[src/rtl/wprot_pkg.sv]
package wprot_pkg;

  typedef struct packed {
    logic       prot_en;  // bit 7: gates status writes with the pin
    logic [2:0] spare;    // bits 6:4: free, writable
    logic [1:0] lock;     // bits 3:2: array lock code
    logic       we;       // bit 1: write-enable latch
    logic       zero;     // bit 0: reads as 0
  } stat_t;

  localparam logic [1:0] LOCK_NONE    = 2'b00;
  localparam logic [1:0] LOCK_QUARTER = 2'b01;
  localparam logic [1:0] LOCK_HALF    = 2'b10;
  localparam logic [1:0] LOCK_ALL     = 2'b11;

endpackage

[src/rtl/wprot_status_reg.sv]
module wprot_status_reg
  import wprot_pkg::*;
#(
  parameter logic [7:0] NV_INIT = 8'h00
) (
  input  logic       clk,
  input  logic       rst,
  input  logic       we_set,
  input  logic       we_clr,
  input  logic       wr_en,
  input  logic [7:0] wr_data,
  output stat_t      q
);

  stat_t init_img;
  stat_t data_img;

  assign init_img = stat_t'(NV_INIT);
  assign data_img = stat_t'(wr_data);

  always_ff @(posedge clk) begin
    if (rst) begin
      q.prot_en <= init_img.prot_en;
      q.spare   <= init_img.spare;
      q.lock    <= init_img.lock;
      q.we      <= 1'b0;
      q.zero    <= 1'b0;
    end else begin
      if (wr_en) begin
        q.prot_en <= data_img.prot_en;
        q.spare   <= data_img.spare;
        q.lock    <= data_img.lock;
      end
      if (we_clr)      q.we <= 1'b0;
      else if (we_set) q.we <= 1'b1;
      q.zero <= 1'b0;
    end
  end

endmodule

[src/rtl/wprot_range.sv]
module wprot_range #(
  parameter int ADDR_W = 16,
  parameter int ARR_AW = 15
) (
  input  logic [ADDR_W-1:0] addr,
  input  logic [1:0]        lock,
  output logic              locked
);

  localparam logic [ADDR_W-1:0] SIZE  = ADDR_W'(1) << ARR_AW;
  localparam logic [ADDR_W-1:0] MASK  = SIZE - ADDR_W'(1);
  localparam logic [ADDR_W-1:0] HALF  = SIZE >> 1;
  localparam logic [ADDR_W-1:0] UPPER = SIZE - (SIZE >> 2);

  logic [ADDR_W-1:0] eff;
  assign eff = addr & MASK;

  always_comb begin
    unique case (lock)
      wprot_pkg::LOCK_NONE:    locked = 1'b0;
      wprot_pkg::LOCK_QUARTER: locked = (eff >= UPPER);
      wprot_pkg::LOCK_HALF:    locked = (eff >= HALF);
      default:                 locked = 1'b1;
    endcase
  end

endmodule

[src/rtl/wprot_policy.sv]
module wprot_policy (
  input  logic we,
  input  logic prot_en,
  input  logic wp_held,
  input  logic locked,
  output logic arr_ok,
  output logic st_ok,
  output logic aux_ok
);

  assign arr_ok = we & ~locked;
  assign st_ok  = we & (~prot_en | wp_held);
  assign aux_ok = we;

endmodule

[src/rtl/wprot_status_unit.sv]
module wprot_status_unit
  import wprot_pkg::*;
#(
  parameter int         ADDR_W  = 16,
  parameter int         ARR_AW  = 15,
  parameter logic [7:0] NV_INIT = 8'h00
) (
  input  logic              clk,
  input  logic              rst,
  input  logic              ev_we_set,
  input  logic              ev_we_clr,
  input  logic              ev_pd_exit,
  input  logic              ev_opcode_done,
  input  logic              wp_pin,
  input  logic              ev_status_wr,
  input  logic [7:0]        status_wr_data,
  input  logic [ADDR_W-1:0] addr,
  output logic [7:0]        status_q,
  output logic              array_wr_ok,
  output logic              status_wr_ok,
  output logic              aux_wr_ok
);

  stat_t st;
  logic  wp_held;
  logic  locked;
  logic  arr_ok_c, st_ok_c, aux_ok_c;

  always_ff @(posedge clk) begin
    if (rst)                 wp_held <= 1'b0;
    else if (ev_opcode_done) wp_held <= wp_pin;
  end

  wprot_status_reg #(.NV_INIT(NV_INIT)) u_reg (
    .clk     (clk),
    .rst     (rst),
    .we_set  (ev_we_set),
    .we_clr  (ev_we_clr | ev_pd_exit),
    .wr_en   (ev_status_wr & st_ok_c),
    .wr_data (status_wr_data),
    .q       (st)
  );

  wprot_range #(.ADDR_W(ADDR_W), .ARR_AW(ARR_AW)) u_range (
    .addr   (addr),
    .lock   (st.lock),
    .locked (locked)
  );

  wprot_policy u_policy (
    .we      (st.we),
    .prot_en (st.prot_en),
    .wp_held (wp_held),
    .locked  (locked),
    .arr_ok  (arr_ok_c),
    .st_ok   (st_ok_c),
    .aux_ok  (aux_ok_c)
  );

  always_ff @(posedge clk) begin
    if (rst) begin
      array_wr_ok  <= 1'b0;
      status_wr_ok <= 1'b0;
      aux_wr_ok    <= 1'b0;
    end else begin
      array_wr_ok  <= arr_ok_c;
      status_wr_ok <= st_ok_c;
      aux_wr_ok    <= aux_ok_c;
    end
  end

  assign status_q = st;

endmodule

[config.mk]
export PLATFORM = sky130hd
export DESIGN_NAME = wprot_status_unit
export DESIGN_NICKNAME = d
export VERILOG_FILES = /design/src/rtl/wprot_pkg.sv /design/src/rtl/wprot_status_reg.sv /design/src/rtl/wprot_range.sv /design/src/rtl/wprot_policy.sv /design/src/rtl/wprot_status_unit.sv
export SDC_FILE = /design/constraint.sdc
export NUM_CORES = 1
export LEC_CHECK = 0
export BUFFER_PORTS_ARGS = -buffer_cell sky130_fd_sc_hd__buf_2
export CAP_MARGIN = 30
export CELL_PAD_IN_SITES_DETAIL_PLACEMENT = 0
export CELL_PAD_IN_SITES_GLOBAL_PLACEMENT = 1
export CORE_UTILIZATION = 24
export DETAILED_ROUTE_END_ITERATION = 8
export GPL_TIMING_DRIVEN = 0
export PLACE_DENSITY_LB_ADDON = 0.08
export SYNTH_ARGS = -nofsm -noshare
export SYNTH_HDL_FRONTEND = slang
export SYNTH_SLANG_ARGS = --single-unit
export TNS_END_PERCENT = 30
[constraint.sdc]
create_clock -name clk -period 1 [get_ports clk]
set_clock_uncertainty 0.05 [all_clocks]
set_input_delay 0.2 -clock clk [delete_from_list [all_inputs] [get_ports clk]]
set_output_delay 0.2 -clock clk [all_outputs]
set_load 0.02 [all_outputs]
==> summary.md <==
| Metric | Value |
|---|---|
| RSZ-0062 raised after global routing | true |
| Max Freq | 931 MHz |
| Clk sinks | 11 |
| Clock-pin slew on the worst setup and hold paths | 60 ps |
| CTS root buf | clkbuf_4 |
| Critical path arrival | 820 ps |
| Via density per instance | 3.89 |
| Synth Area in XOR/XNOR | 0 |
| Leakage | 0.334 nW |
| Global route overflow | 0 |
| Initial antenna violation count | 0 |
| Mux contribution to synthesized area | 0.124 |
| # rows | 15 |
| Layout cell share with drive strength beyond 1 | 0.605 |
| Simple-Gate Fraction of Synth Area | 0.328 |
| Crit. End Element | output port |
| First-pass GRT wire length | 1.49 mm |
| Net Sw Power | 0.193 mW |
| Hold buffers post-CTS | 0 |
| TritonCTS Buffers | 3 |
| Failing checks | negative setup slack |
| CTS tree | yes |
| Sw frac | 0.227 |
| P per Cell Area | 1130 nW/um^2 |
| Largest family of logic cells by synthesized area | simple AND/OR/NAND/NOR gates |
| DP Wirelength | 689 um |
| Comb pwr share | 0.122 |
| DRT antenna net count | 0 |
| Start point of the critical path | u_reg.q[1] |
| DR pass1 iterations | 4 |
| Placement Cell Area | 641 sq um |
| Seq cells post-synth | 11 |
| Final net count | 109 |
| Die Height | 46.9 um |
| Post-route setup TNS | -74.2 ps |
| Post-layout instance area | 751 sq um |
| # IOs | 43 |
| Part of the power in registers | 0.532 |
| FF-to-FF Start | u_reg.q[1] |
| Status | finished with violations |
| H-tree levels | 1 |
| Initial Util | 0.269 |
| DIE WIDTH | 46.9 um |
| Clock share of power | 0.346 |
| Layout area overhead | 55.0% |
| Multi-input logic area | 241 sq um |
| DR vias | 393 |
| Post-synthesis adder-cell area fraction | 0 |
| All-layer global routing usage | 0.100 |
| Register Area | 233 sq um |
| Compound-cell area share of the yosys netlist | 0.0284 |
| Clk_lat worst skew | 260 ps |
| Final GP Congestion | 0.657 |
| Final min period | 1070 ps |
| Critical path class | reg2out |
| Initial drt markers | 8 |
| Syn_nets | 78 |
| Cell Int Power | 0.658 mW |
| Max clock buf depth | 2 |
| Avg WL per Cell | 9.03 um |
| Netlist Area Pre-Place | 484 sq um |
| ANT cells | 0 |
| Final Cycle Share | 1.07 |
| Max-cap violations | 0 |
| DRC errors left | 0 |
| Largest fanout on the critical path | 2 |
| Worst setup path endpoint | status_q[1] |
| Worst r2r dst | u_reg.q[6] |
| Worst endpoint required time | 750 ps |
| Mapped Cells | 46 |
| Avg Inst Size Synth | 10.5 sq um |
| Die ar. | 2200 sq um |
| Largest net degree at the start of global routing | 11 |
| Final Routed Wirelength | 912 um |
| Max VDD drop | 0.729 mV |
| R2R setup slack | 10 ps |
| Final core utilization | 0.417 |
| HP Class | in2reg |
| Core area | 1800 sq um |
| Final hold vios | 0 |
| Vias in the first global route | 358 |
| PnR worst setup slack | -74.2 ps |
| Count of warnings emitted by yosys | 0 |
| Netlist cell types | 17 |
| Reg2Reg Depth | 4 |
| Number of port buffers | 25 |
| Sequential fraction of the synthesis area | 0.455 |
| Number of fill cells | 191 |
| Final-report max-slew violation count | 0 |
| Setup violators final | 1 |
| Startpoint types | flip-flop |
-- worst max-delay path, cell delays in order, from the launching register on --
cell	delay, ps
dfxtp_4	340
buf_6	110
buf_6	120
-- sequential cells by signal, summed over array words and instances, names as in the netlist --
signal	cells
array_wr_ok	1
u_reg.q	7
status_wr_ok	1
wp_held	1
aux_wr_ok	1
-- layer usage --
metal,part of all wire,vias to the layer above,track usage
li1,-,207,-
met1,0.47,171,0.123
met2,0.46,15,0.147
met3,0.070,0,0.0692
met4,0,0,0.0171
met5,0,-,0
-- cells in the mapped netlist --
library cell / count / area [sq um]
and3_1: 1 / 6.26
nor2b_2: 1 / 8.76
mux2i_1: 6 / 60.1
nor2b_4: 1 / 13.8
nor2_8: 1 / 20.0
nand3_1: 2 / 10.0
nand2b_1: 10 / 62.6
buf_2: 1 / 5.00
nor4_2: 1 / 12.5
dfxtp_1: 11 / 220
o21ai_0: 1 / 5.00
nand2_2: 1 / 6.26
buf_4: 3 / 22.5
a32oi_1: 1 / 8.76
conb_1: 1 / 3.75
and2b_1: 1 / 7.51
nor2_1: 3 / 11.3
-- per-stage QoR --
step	hold WS [ps]	std cells	total power, mW	worst slack [ps]
5_1_grt	21.7	101	0.910	-115
4_1_cts	32.3	101	0.870	-87.5
3_5_place_dp	325	96	0.558	-27.6
3_3_place_gp	324	96	0.558	-21.5
2_1_floorplan	222	46	0.512	96.2
6_report	40.4	101	0.851	-74.2
-- power groups by stage --
stage	Sequential [mW]	Combinational (mW)	Clock (mW)
3_3_place_gp	0.465	0.0927	0
4_1_cts	0.452	0.103	0.314
3_5_place_dp	0.465	0.0928	0
2_1_floorplan	0.470	0.0428	0
6_report	0.453	0.104	0.295
5_1_grt	0.454	0.116	0.341
-- worst min path at each step --
stage	startpoint	end	slack (ps)	depth (start not counted)
floorplan	ev_pd_exit	u_reg.q[1]	220	1
global placement	ev_pd_exit	u_reg.q[1]	320	2
detailed placement	ev_we_clr	u_reg.q[1]	320	2
CTS	ev_we_clr	u_reg.q[1]	30	2
global route	ev_we_clr	u_reg.q[1]	20	2
finish	ev_we_clr	u_reg.q[1]	40	2
-- layout make-up --
type | count | area share
repair buffers | 27 | 0.260
plain buffers | 3 | 0.0317
flip-flops and latches | 11 | 0.310
well taps | 25 | 0.0417
clock buffers | 4 | 0.0350
multi-input cells | 31 | 0.322
-- cell families after synthesis --
family / Yosys count
compound gates: 2
buf+inv: 4
flops: 11
mux: 6
other cells: 1
simple gates: 22
-- layout by cell type (no fill, tap or decap) --
cell,n
conb_1,1
nand2_4,1
clkbuf_4,3
buf_2,16
dfxtp_4,1
buf_4,5
mux2i_1,6
dfxtp_2,7
nor2_8,1
nor2b_4,1
a32oi_1,1
nor2_1,3
buf_6,9
and2b_1,1
and3_1,1
nor4_2,1
dfxtp_1,3
clkbuf_1,1
nor2b_2,1
nand3_1,2
nand2b_1,10
o21ai_0,1
-- timing repair --
item	CTS	global route
endpoints found under the setup margin	12	16
setup buffers	2	0
gates resized for setup	20	9
endpoints found under the hold margin	0	0
(Power assumes the default switching activity.)
